<file path="src/rtl/desc_lock_pkg.sv">
package desc_lock_pkg;

  typedef enum logic {
    ST_HUNT   = 1'b0,
    ST_LOCKED = 1'b1
  } lock_st_e;

  typedef enum logic [1:0] {
    MV_HOLD = 2'd0,
    MV_UP   = 2'd1,
    MV_DOWN = 2'd2
  } move_e;

endpackage

</file>
<file path="src/rtl/conf_move_dec.sv">
module conf_move_dec
  import desc_lock_pkg::*;
(
  input  logic     pred_valid,
  input  logic     pred_good,
  input  lock_st_e state,
  output move_e    move
);

  logic toward_change;

  // Out of lock a good prediction pushes toward a change; in lock a bad one does.
  assign toward_change = (state == ST_HUNT) ? pred_good : ~pred_good;

  always_comb begin
    if (!pred_valid) begin
      move = MV_HOLD;
    end else if (toward_change) begin
      move = MV_UP;
    end else begin
      move = MV_DOWN;
    end
  end

endmodule

</file>
<file path="src/rtl/conf_counter.sv">
module conf_counter
  import desc_lock_pkg::*;
#(
  parameter int unsigned W = 4
) (
  input  logic         clk,
  input  logic         rst_n,
  input  move_e        move,
  input  logic         clear,
  output logic [W-1:0] cnt,
  output logic [W:0]   cnt_inc
);

  logic [W-1:0] cnt_d;
  logic         cnt_en;

  assign cnt_inc = {1'b0, cnt} + {{W{1'b0}}, 1'b1};

  always_comb begin
    cnt_d  = cnt;
    cnt_en = 1'b0;
    if (clear) begin
      cnt_d  = '0;
      cnt_en = 1'b1;
    end else begin
      unique case (move)
        MV_UP: begin
          if (!cnt_inc[W]) begin
            cnt_d  = cnt_inc[W-1:0];
            cnt_en = 1'b1;
          end
        end
        MV_DOWN: begin
          if (cnt != '0) begin
            cnt_d  = cnt - {{(W-1){1'b0}}, 1'b1};
            cnt_en = 1'b1;
          end
        end
        default: begin
          cnt_en = 1'b0;
        end
      endcase
    end
  end

  always_ff @(posedge clk or negedge rst_n) begin
    if (!rst_n) begin
      cnt <= '0;
    end else if (cnt_en) begin
      cnt <= cnt_d;
    end
  end

endmodule

</file>
<file path="src/rtl/lock_fsm.sv">
module lock_fsm
  import desc_lock_pkg::*;
#(
  parameter int unsigned W = 4
) (
  input  logic         clk,
  input  logic         rst_n,
  input  move_e        move,
  input  logic [W:0]   cnt_inc,
  input  logic [W-1:0] gain_thr,
  input  logic [W-1:0] loss_thr,
  output lock_st_e     state,
  output logic         flip
);

  logic [W-1:0] active_thr;
  lock_st_e     state_d;

  assign active_thr = (state == ST_HUNT) ? gain_thr : loss_thr;
  assign flip       = (move == MV_UP) && (cnt_inc >= {1'b0, active_thr});

  always_comb begin
    state_d = state;
    if (flip) begin
      state_d = (state == ST_HUNT) ? ST_LOCKED : ST_HUNT;
    end
  end

  always_ff @(posedge clk or negedge rst_n) begin
    if (!rst_n) begin
      state <= ST_HUNT;
    end else if (flip) begin
      state <= state_d;
    end
  end

endmodule

</file>
<file path="src/rtl/desc_lock_tracker.sv">
module desc_lock_tracker
  import desc_lock_pkg::*;
#(
  parameter int unsigned THR_W = 4
) (
  input  logic             clk,
  input  logic             rst_n,
  input  logic             pred_valid,
  input  logic             pred_good,
  input  logic [THR_W-1:0] gain_thr,
  input  logic [THR_W-1:0] loss_thr,
  output logic             locked,
  output logic [THR_W-1:0] conf_cnt
);

  lock_st_e       state;
  move_e          move;
  logic           flip;
  logic [THR_W:0] cnt_inc;

  conf_move_dec u_dec (
    .pred_valid (pred_valid),
    .pred_good  (pred_good),
    .state      (state),
    .move       (move)
  );

  conf_counter #(.W(THR_W)) u_cnt (
    .clk     (clk),
    .rst_n   (rst_n),
    .move    (move),
    .clear   (flip),
    .cnt     (conf_cnt),
    .cnt_inc (cnt_inc)
  );

  lock_fsm #(.W(THR_W)) u_fsm (
    .clk      (clk),
    .rst_n    (rst_n),
    .move     (move),
    .cnt_inc  (cnt_inc),
    .gain_thr (gain_thr),
    .loss_thr (loss_thr),
    .state    (state),
    .flip     (flip)
  );

  assign locked = (state == ST_LOCKED);

endmodule

</file>
<file path="config.mk">
export PLATFORM = sky130hd
export DESIGN_NAME = desc_lock_tracker
export DESIGN_NICKNAME = d
export VERILOG_FILES = /design/src/rtl/desc_lock_pkg.sv /design/src/rtl/conf_move_dec.sv /design/src/rtl/conf_counter.sv /design/src/rtl/lock_fsm.sv /design/src/rtl/desc_lock_tracker.sv
export SDC_FILE = /design/constraint.sdc
export NUM_CORES = 1
export LEC_CHECK = 0
export BUFFER_PORTS_ARGS = -buffer_cell sky130_fd_sc_hd__buf_2
export CAP_MARGIN = 20
export CORE_UTILIZATION = 46
export CTS_CLUSTER_DIAMETER = 100
export CTS_CLUSTER_SIZE = 10
export DETAILED_ROUTE_END_ITERATION = 12
export GPL_TIMING_DRIVEN = 0
export HOLD_SLACK_MARGIN = 0.1
export PLACE_DENSITY = 0.73
export SYNTH_ARGS = -nofsm -noshare
export SYNTH_HDL_FRONTEND = slang
export SYNTH_HIERARCHICAL = 1
export SYNTH_SLANG_ARGS = --single-unit
</file>
<file path="constraint.sdc">
create_clock -name clk -period 2.31 [get_ports clk]
set_input_delay 0.1155 -clock clk [delete_from_list [all_inputs] [get_ports clk]]
set_output_delay 0.1155 -clock clk [all_outputs]
set_load 0.05 [all_outputs]
</file>
# --- After elaboration in Yosys (flattened, before gate mapping) ---
# Index checks and enable logic that the tools add are counted.
word_totals:
  register_bits: 5
  elab_cells: 27
op_classes:
  eq_ne: 4
  mux: 13
  order_cmp: 1
  addsub: 2
  bitwise: 1
  n_reduce_logical: 4
op_table:
  columns: ["cell", "count"]
  rows:
  - ["$mux W4", 4]
  - ["$pmux W4 S2", 1]
  - ["$add A4 B1 Y5 const B", 1]
  - ["$ge A5 B4 Y1", 1]
  - ["$mux W1", 5]
  - ["$mux W2", 2]
  - ["$reduce_and A4 Y1", 1]
  - ["$reduce_bool A4 Y1", 1]
  - ["$sub A4 B1 Y4 const B", 1]
  - ["$ne A3 B2 Y1 const B", 1]
  - ["$ne A3 B3 Y1 const B", 1]
  - ["$reduce_bool A3 Y1", 1]
  - ["$eq A2 B1 Y1 const B", 1]
  - ["$eq A2 B2 Y1 const B", 1]
  - ["$pmux W1 S2", 1]
  - ["$logic_and A1 B1 Y1", 1]
  - ["$not A1 Y1", 1]

# --- Longest topological paths before layout ---
# Gate-level depths: netlist (run 1).
logic_depth:
  ltp_word: 8
  mapped_depth: 9

# --- By module ---
# The synthesis (run 1) kept the hierarchy.
by_module_without_submodules:
  columns: ["mod", "area_each_um2", "instances", "seq_area_each_um2", "cells_per_inst"]
  rows:
  - ["conf_counter", 412.9, 1, 100.1, 43]
  - ["lock_fsm", 241.5, 1, 25.0, 26]
  - ["conf_move_dec", 21.3, 1, 0.0, 3]

# --- Worst setup path before layout (run 1) ---
# Ideal clock, no wire load.
synth_path:
  path_kind: "register to register"
  startpoint: "register u_fsm.state"
  endpoint: "register u_cnt.cnt[3]"
  synth_period_minus_slack_ns: 2.577
  setup_slack_ns: -0.267
  arrival_ns: 2.452
  path_buffers: 1
  setup_ns: 0.125
  path_stages_with_launch: 8
  path_cell_list: "dfrtp_1 xnor2_1 and2_1 ha_1 buf_4 or4b_1 a2111oi_2 mux2_2"
synth_via:
  elab_chain_cells: 7
  word_cells_on_any_way: 16
synth_lines:
  columns: ["item", "line", "text"]
  rows:
  - ["start, declared", "lock_fsm.sv:12", "output lock_st_e state,"]
  - ["start signal, assigned", "lock_fsm.sv:33", "state <= state_d;"]
  - ["$mux W1 *", "conf_move_dec.sv:13", "assign toward_change = (state == ST_HUNT) ? pred_good : ~pred_good;"]
  - ["$mux W2 *", "conf_move_dec.sv:18", "end else if (toward_change) begin"]
  - ["$mux W2 *", "conf_move_dec.sv:16", "if (!pred_valid) begin"]
  - ["net move[1]", "desc_lock_tracker.sv:17", "move_e move;"]
  - ["$eq A2 B2 Y1 or $eq A2 B1 Y1 (tied branches)", "conf_counter.sv:26, lock_fsm.sv:20", null]
  - ["$pmux W1 S2 or $logic_and A1 B1 Y1 (tied branches)", "conf_counter.sv:26, lock_fsm.sv:20", null]
  - ["$mux W1, or another cell as far along", "conf_counter.sv:22", "if (clear) begin"]
  - ["$reduce_and A4 Y1 (no line)", null, null]
  - ["end signal, assigned", "conf_counter.sv:50", "cnt <= cnt_d;"]
  - ["end, declared", "conf_counter.sv:10", "output logic [W-1:0] cnt,"]
# Mark *: on every way through the listed nets, which the timed path passes. The rest lies on a longest branch.
# A chain may end at the register's enable or synchronous reset.

# --- Final worst setup path (run 1) ---
# Ends and elaborated chain as after synthesis.

==> metrics.yaml, run 1 <==
grt_pass1_vias: 503
synth_top_area_share_pct: 18.5
worst_ep_required_time_ps: 2430
setup_violations: 0
maxCapViolations: 0
cts_root_buf: "clkbuf_4"
placed_cells: 103
setup_ws_ps: 30.8
avgSynthCellArea_um2: 9.38
num_rows: 13
cts.sinks: 5
cp_max_fo: 3
tightest_slew_ps: 424
yosys-top-cells-area: "dfrtp_1, ha_1, mux2i_1, mux2_2, nor2b_1"
clk_latency_ps: 240
antenna_found_initial: 0
r2r_setup_slack_ps: 30
htree_levels: 1
numCtsBuffers: 3
skew_ps: 7.20
final_antenna_net_count: 0
cts_tree: "built"
synthCells: 72
hold_ws_ps: 212
crit_arrival_ps: 2400
avgViaCountPerCell: 5.44
post_drt_wl_per_cell_um: 12.7
ys.flop_type: "dfrtp_1"
clk_path_buf_depth: 2
period_share_pct: 98.7
dr.pass1.iters: 5
pre_cts_ws_ps: 19.5
wirelength_um: 1370
routabilityCongestion: 0.866
ys_warn_count: 6
timing.final.crit_period_ps: 2280
rsz0062_at_grt: "yes"
peakVddDrop_mv: 0.572
status: "complete, no violations"
grt_max_degree: 11
power_uw: 993
dpl_cell_area_um2: 831
core_um2: 1330
worst_path_largest_cell_delay_ps: 480
endpoint_kind: "flip-flop"
crit_slowest_cell: "or4b_4"
design_area_um2: 887
diodes: 0
die_area_um2: 1630
drive_gt1_share_pct: 45.2
startpoint_type: "flip-flop"
initial_core_util_pct: 50.7
synth-edff-count: 0
ys_ff_latch: 5
die_y_um: 40.3
vias: 588
grt-ovfl-total: 0
seq_area_frac_synth_pct: 18.5
grt_use_total_pct: 19.9
place_hpwl_um: 1070
first_iter_violations: 12
grt_pass1_wl_um: 2100
hold_path_class: "input pin to asynchronous set/reset pin"
hold_violations: 0
drc: 0
synthesis.area_um2: 676
power_density_nw_per_um2: 1120
layout.nets: 115
fmaxAchievable_mhz: 439
tns_ps: 0
die_w_um: 40.3
cp_cell_sequence: "xnor2_2, and2_4, ha_4, or4b_4, a2111oi_4, mux2_4"
ios: 17
synth_nets: 93
slew_headroom_pct: 71.7
ys_async_sr_fraction_pct: 100
final_core_util_pct: 66.5
drv_slew: 0
areaGrowthSynthToFinish_pct: 31.3
port-buffer-count: 16
finalNonFillerCells: 108
p_leak_nw: 0.423
path_class: "flip-flop to flip-flop"
synth.most_common_cell: "ha_1"
ys_types: 36
yosys.area.top_type: "dfrtp_1"
reg2regPathDepth: 6
clk_pin_slew_ps: 50
synthTopCellsByCount: "ha_1, dfrtp_1, inv_1"
cell type report:
type | instances | area (µm²)
repair buffers | 18 | 110
flip-flops and latches | 5 | 129
fillers | 110 | 447
multi-input cells | 59 | 568
inverters | 5 | 18.8
clock buffers | 4 | 26.3
well taps | 15 | 18.8
plain buffers | 2 | 16.3
repair_timing:
action / in CTS / in global routing
setup buffers: 0 / 1
setup endpoints to repair: 0 / 2
hold endpoints to repair: 5 / 0
hold buffers: 1 / 0
gates resized for setup: 0 / 2
power by group:
group,switching [mW],internal (mW)
clock,0.0370,0.0654
combinational,0.413,0.293
sequential,0.0589,0.126
path summary, 6_finish.rpt:
kind                               from            to
setup / recovery            u_fsm/state  u_cnt/cnt[3]
hold / removal                    rst_n  u_cnt/cnt[0]
setup reg to reg            u_fsm/state  u_cnt/cnt[3]
hold reg to reg            u_cnt/cnt[0]  u_cnt/cnt[0]
max in group asynchronous         rst_n   u_fsm/state
min in group clk             pred_valid  u_cnt/cnt[0]
worst max-delay path, delay by kind of cell (launching register included):
family	cells	cell delay [ps]
xor gates and xnor gates	1	190
AOI/OAI and AO/OA	1	380
and+or+nand+nor	2	670
muxes	1	330
adders and majority gates	1	150
DFF	1	430
layer usage:
| layer | vias up | part of all wire (%) | track usage [%] |
|---|---|---|---|
| li1 | 310 | - | - |
| met1 | 260 | 50 | 25.7 |
| met2 | 18 | 47 | 31.3 |
| met3 | 0 | 3.3 | 1.67 |
| met4 | 0 | 0 | 12.5 |
| met5 | - | 0 | 0 |
cells by family after synthesis:
group | Yosys count | synth area share (%)
buffers and inverters | 8 | 6.30
AOI/OAI and AO/OA | 12 | 13.5
adders and majority gates | 9 | 16.7
xor gates and xnor gates | 4 | 5.19
and+or+nand+nor | 27 | 28.9
DFF | 5 | 18.5
muxes | 7 | 10.9
flip-flops by register name (all words and copies together) (netlist names):
register,flops
u_cnt/cnt,4
u_fsm/state,1
layout by cell type (no fill, tap or decap), types with 2 or more instances in the layout:
cell type	Yosys	routed
a21oi_1	3	2
buf_2	1	17
clkbuf_4	0	3
dfrtp_1	5	2
dfrtp_2	0	3
ha_1	9	8
inv_1	5	4
mux2_2	3	2
mux2i_1	4	4
nand2_1	3	3
nand4_1	2	2
nor2_1	4	4
nor2b_1	4	3
nor4_1	2	2
o31ai_1	2	2
xor2_1	2	2
Note: power is estimated with default switching activity, not from simulation.
==> run 2, diff against run 1 <==
CORE_UTILIZATION = 44   (was 46)
PLACE_DENSITY = 0.72   (was 0.73)
SLEW_MARGIN = 20   (was default)
SYNTH_HIERARCHICAL = default   (was 1)
==> run 2 against run 1 <==
Clock skew shrank 4.2 ps. Non-clock buffer count grew 2. Largest power group unchanged. Highest routed layer is now met4. Power grew 34%. Critical path depth is the same. Flip-flop and latch count is the same. Final area shrank 10%. Clock power grew 11%. Count of clock-buffer cells in the layout is the same. Routed wire length grew 5.3%. Die area shrank 10%.
==> metrics.yaml, run 2 <==
p_seq_share_pct: 15.7  # was 18.6%
drc: 0  # unchanged
setup_violations: 0  # unchanged
cp_cell_sequence: "mux2_4, ha_4, or3b_4, a2111oi_4, nor2_4, a311oi_2"  # was xnor2_2, and2_4, ha_4, or4b_4, a2111oi_4, mux2_4
synth_nets: 78  # was 93
path_buf_inv: 0  # unchanged
tns_ps: 0  # unchanged
maxCapViolations: 0  # unchanged
cts_root_buf: "clkbuf_4"  # unchanged
r2r_setup_slack_ps: 100  # was 30 ps
grt_pass1_vias: 508  # was 503
cts.sinks: 5  # unchanged
rsz0062_at_grt: "no"  # was yes
synthCells: 60  # was 72
p_leak_nw: 0.355  # was 0.423 nW
synthXorXnorAreaFrac_pct: 10.4  # was 5.19%
synth-simple-area-share_pct: 14.7  # was 28.9%
muxShareOfSynthArea_pct: 8.87  # was 10.9%
worst_ep_required_time_ps: 2460  # was 2430 ps
finalNonFillerCells: 98  # was 108
die_area_um2: 1460  # was 1630 µm²
routabilityCongestion: 0.814  # was 0.866
htree_levels: 1  # unchanged
top_regs: "u_cnt.cnt x4, u_fsm.state x1"  # was u_cnt/cnt x4, u_fsm/state x1
clk_latency_ps: 260  # was 240 ps
internal_power_uw: 650  # was 484 µW
routedLengthMet1_um: 606  # was 680 µm
grt_use_total_pct: 23.4  # was 19.9%
final_common_cell: "buf_2"  # unchanged
ys.flop_type: "dfrtp_1"  # unchanged
final_antenna_net_count: 0  # unchanged
dr.pass1.iters: 4  # was 5
largest_reg_flops: 4  # unchanged
grt-ovfl-total: 0  # unchanged
numCtsBuffers: 3  # unchanged
grt_pass1_wl_um: 2210  # was 2100 µm
clk_path_buf_depth: 2  # unchanged
clk_pin_slew_ps: 50  # about the same
reg2regPathDepth: 6  # unchanged
crit_arrival_ps: 2360  # was 2400 ps
avgViaCountPerCell: 5.67  # was 5.44
synth_compound_area_share_pct: 26.6  # was 13.5%
period_share_pct: 95.5  # was 98.7%
post_drt_wl_per_cell_um: 14.8  # was 12.7 µm
cp_max_fo: 4  # was 3
ys_types: 28  # was 36
drv_slew: 0  # unchanged
timing.final.crit_period_ps: 2210  # was 2280 ps
areaGrowthSynthToFinish_pct: 37.9  # was 31.3%
antenna_found_initial: 0  # unchanged
p_sw_uw: 681  # was 509 µW
die_w_um: 38.2  # was 40.3 µm
peakVddDrop_mv: 0.723  # was 0.572 mV
core_um2: 1160  # was 1330 µm²
routed-wl-met2_um: 695  # was 647 µm
largest-register: "u_cnt.cnt"  # was u_cnt/cnt
synthTopCellsByCount: "ha_1, dfrtp_1, nand3_1, o21ai_0"  # was ha_1, dfrtp_1, inv_1
cts_tree: "built"  # unchanged
startpoint_type: "flip-flop"  # unchanged
vias: 556  # was 588
initial_core_util_pct: 50.0  # was 50.7%
layout.nets: 103  # was 115
combinationalPowerShare_pct: 75.8  # was 71.0%
synth.most_common_cell: "ha_1"  # unchanged
final_cell_mix: "buf_2, nand3_1"  # was buf_2, ha_1, inv_1, nor2_1, mux2i_1
num_rows: 12  # was 13
reg2reg_to: "u_cnt.cnt[1]"  # was u_cnt/cnt[3]
ys_warn_count: 0  # was 6
drive_gt1_share_pct: 50.0  # was 45.2%
fmaxAchievable_mhz: 453  # was 439 MHz
yosys-top-cells-area: "dfrtp_1, ha_1, mux2i_1, xor2_1, a2111oi_4"  # was dfrtp_1, ha_1, mux2i_1, mux2_2, nor2b_1
r2r-start: "u_fsm.state"  # was u_fsm/state
switching_share_pct: 51.1  # was 51.2%
grt_max_degree: 9  # was 11
tightest_slew_ps: 423  # was 424 ps
synth_top_area_share_pct: 21.6  # was 18.5%
slew_headroom_pct: 71.7  # about the same
ys_async_sr_fraction_pct: 100  # unchanged
pre_cts_ws_ps: -6.79  # was 19.5 ps
pwr-share-clk_pct: 8.5  # was 10.3%
crit_slowest_cell: "dfrtp_2"  # was or4b_4
first_iter_violations: 22  # was 12
cpLargestDelayFamily: "compound AO/OA/AOI/OAI gates"  # was simple AND/OR/NAND/NOR gates
hold_path_class: "input pin to asynchronous set/reset pin"  # unchanged
port-buffer-count: 16  # unchanged
synth_fa_ha_area_share_pct: 13.0  # was 16.7%
synth-edff-count: 0  # unchanged
yosys.area.top_type: "dfrtp_1"  # unchanged
wirelength_um: 1450  # was 1370 µm
power_mw: 1.33  # was 993 µW
die_y_um: 38.2  # was 40.3 µm
power_density_nw_per_um2: 1670  # was 1120 nW/µm²
ys_ff_latch: 5  # unchanged
diodes: 0  # unchanged
synth_top_family_by_area: "compound AO/OA/AOI/OAI gates"  # was simple AND/OR/NAND/NOR gates
skew_ps: 2.97  # was 7.20 ps
setup_ws_ps: 105  # was 30.8 ps
worst_path_largest_cell_delay_ps: 420  # was 480 ps
ios: 17  # unchanged
wl_met3_um: 100  # was 45 µm
seq_area_frac_synth_pct: 21.6  # was 18.5%
status: "complete, no violations"  # unchanged
endpoint_kind: "flip-flop"  # unchanged
avgSynthCellArea_um2: 9.63  # was 9.38 µm²
synthesis.area_um2: 578  # was 676 µm²
top_layer: "met4"  # was met3
placed_cells: 90  # was 103
hold_violations: 0  # unchanged
place_hpwl_um: 1030  # was 1070 µm
path_class: "flip-flop to flip-flop"  # unchanged
## run 2: cell types whose count changed in the layout (fill, tap and decap cells not counted), sizes merged, moves of 3 or more
cell	delta
ha	-3
o21ai	+4
nand3	+4
nor2b	-4
## run 2: metal layers
metal / up-vias / global-route usage [%]
li1: 270 / -
met1: 250 / 26.4
met2: 26 / 38.1
met3: 10 / 7.56
met4: 0 / 13.4
met5: - / 0
## run 2: power groups by stage
stage,combinational (mW),sequential [mW],clock (mW)
floorplan,0.573,0.337,0
global placement,0.854,0.200,0
detailed placement,0.881,0.201,0
CTS,0.917,0.197,0.113
global route,1.10,0.217,0.118
finish,1.01,0.208,0.113
## run 2: worst max-delay path by stage
stage          cells after the start  slack (ps)    startpoint           end
6_report                           6         100   u_fsm.state  u_cnt.cnt[1]
2_1_floorplan                      7         -50   u_fsm.state  u_cnt.cnt[1]
4_1_cts                            7         0.5  u_cnt.cnt[1]  u_cnt.cnt[1]
5_1_grt                            7           5  u_cnt.cnt[0]  u_cnt.cnt[1]
3_5_place_dp                       7          -7  u_cnt.cnt[0]  u_cnt.cnt[1]
3_3_place_gp                       7          20  u_cnt.cnt[0]  u_cnt.cnt[1]
## run 2: kinds of logic (layout without fill, tap and decap cells)
family	after synthesis	after routing
buffers and inverters	6	30
muxes	5	5
and+or+nand+nor	15	15
adders and majority gates	6	6
DFF	5	5
AOI/OAI and AO/OA	17	17
xor gates and xnor gates	6	6
## run 2: final cells by class
class / instances / area (µm²)
Buffer: 1 / 5.00
Clock buffer: 4 / 26.3
Fill cell: 89 / 359
Inverter: 4 / 15.0
Multi-Input combinational cell: 49 / 484
Sequential cell: 5 / 129
Tap cell: 14 / 17.5
Timing Repair Buffer: 21 / 120
## run 2: stage by stage
step	utilization [%]	area, µm²	hold slack [ps]
3_3_place_gp	60.5	699	-69.5
5_1_grt	68.9	797	222
3_5_place_dp	60.5	699	-63.2
2_1_floorplan	-	602	-180
6_report	68.9	797	197
4_1_cts	65.0	752	200
## run 2: what timing repair did
| action | 4_1_cts | 5_1_grt |
|---|---|---|
| hold endpoints to repair | 5 | 0 |
| endpoints found under the setup margin | 1 | 5 |
| pin swaps | 3 | 2 |
| cloned | 0 | 0 |
| hold buffers | 1 | 0 |
| resized for setup | 1 | 8 |
| setup buffers | 3 | 1 |
## run 2: worst reg2reg max path: stages (launching register included)
cell and delay, ps:
dfrtp_2 420, mux2_4 320, ha_4 210, or3b_4 380
a2111oi_4 410, nor2_4 100, a311oi_2 260
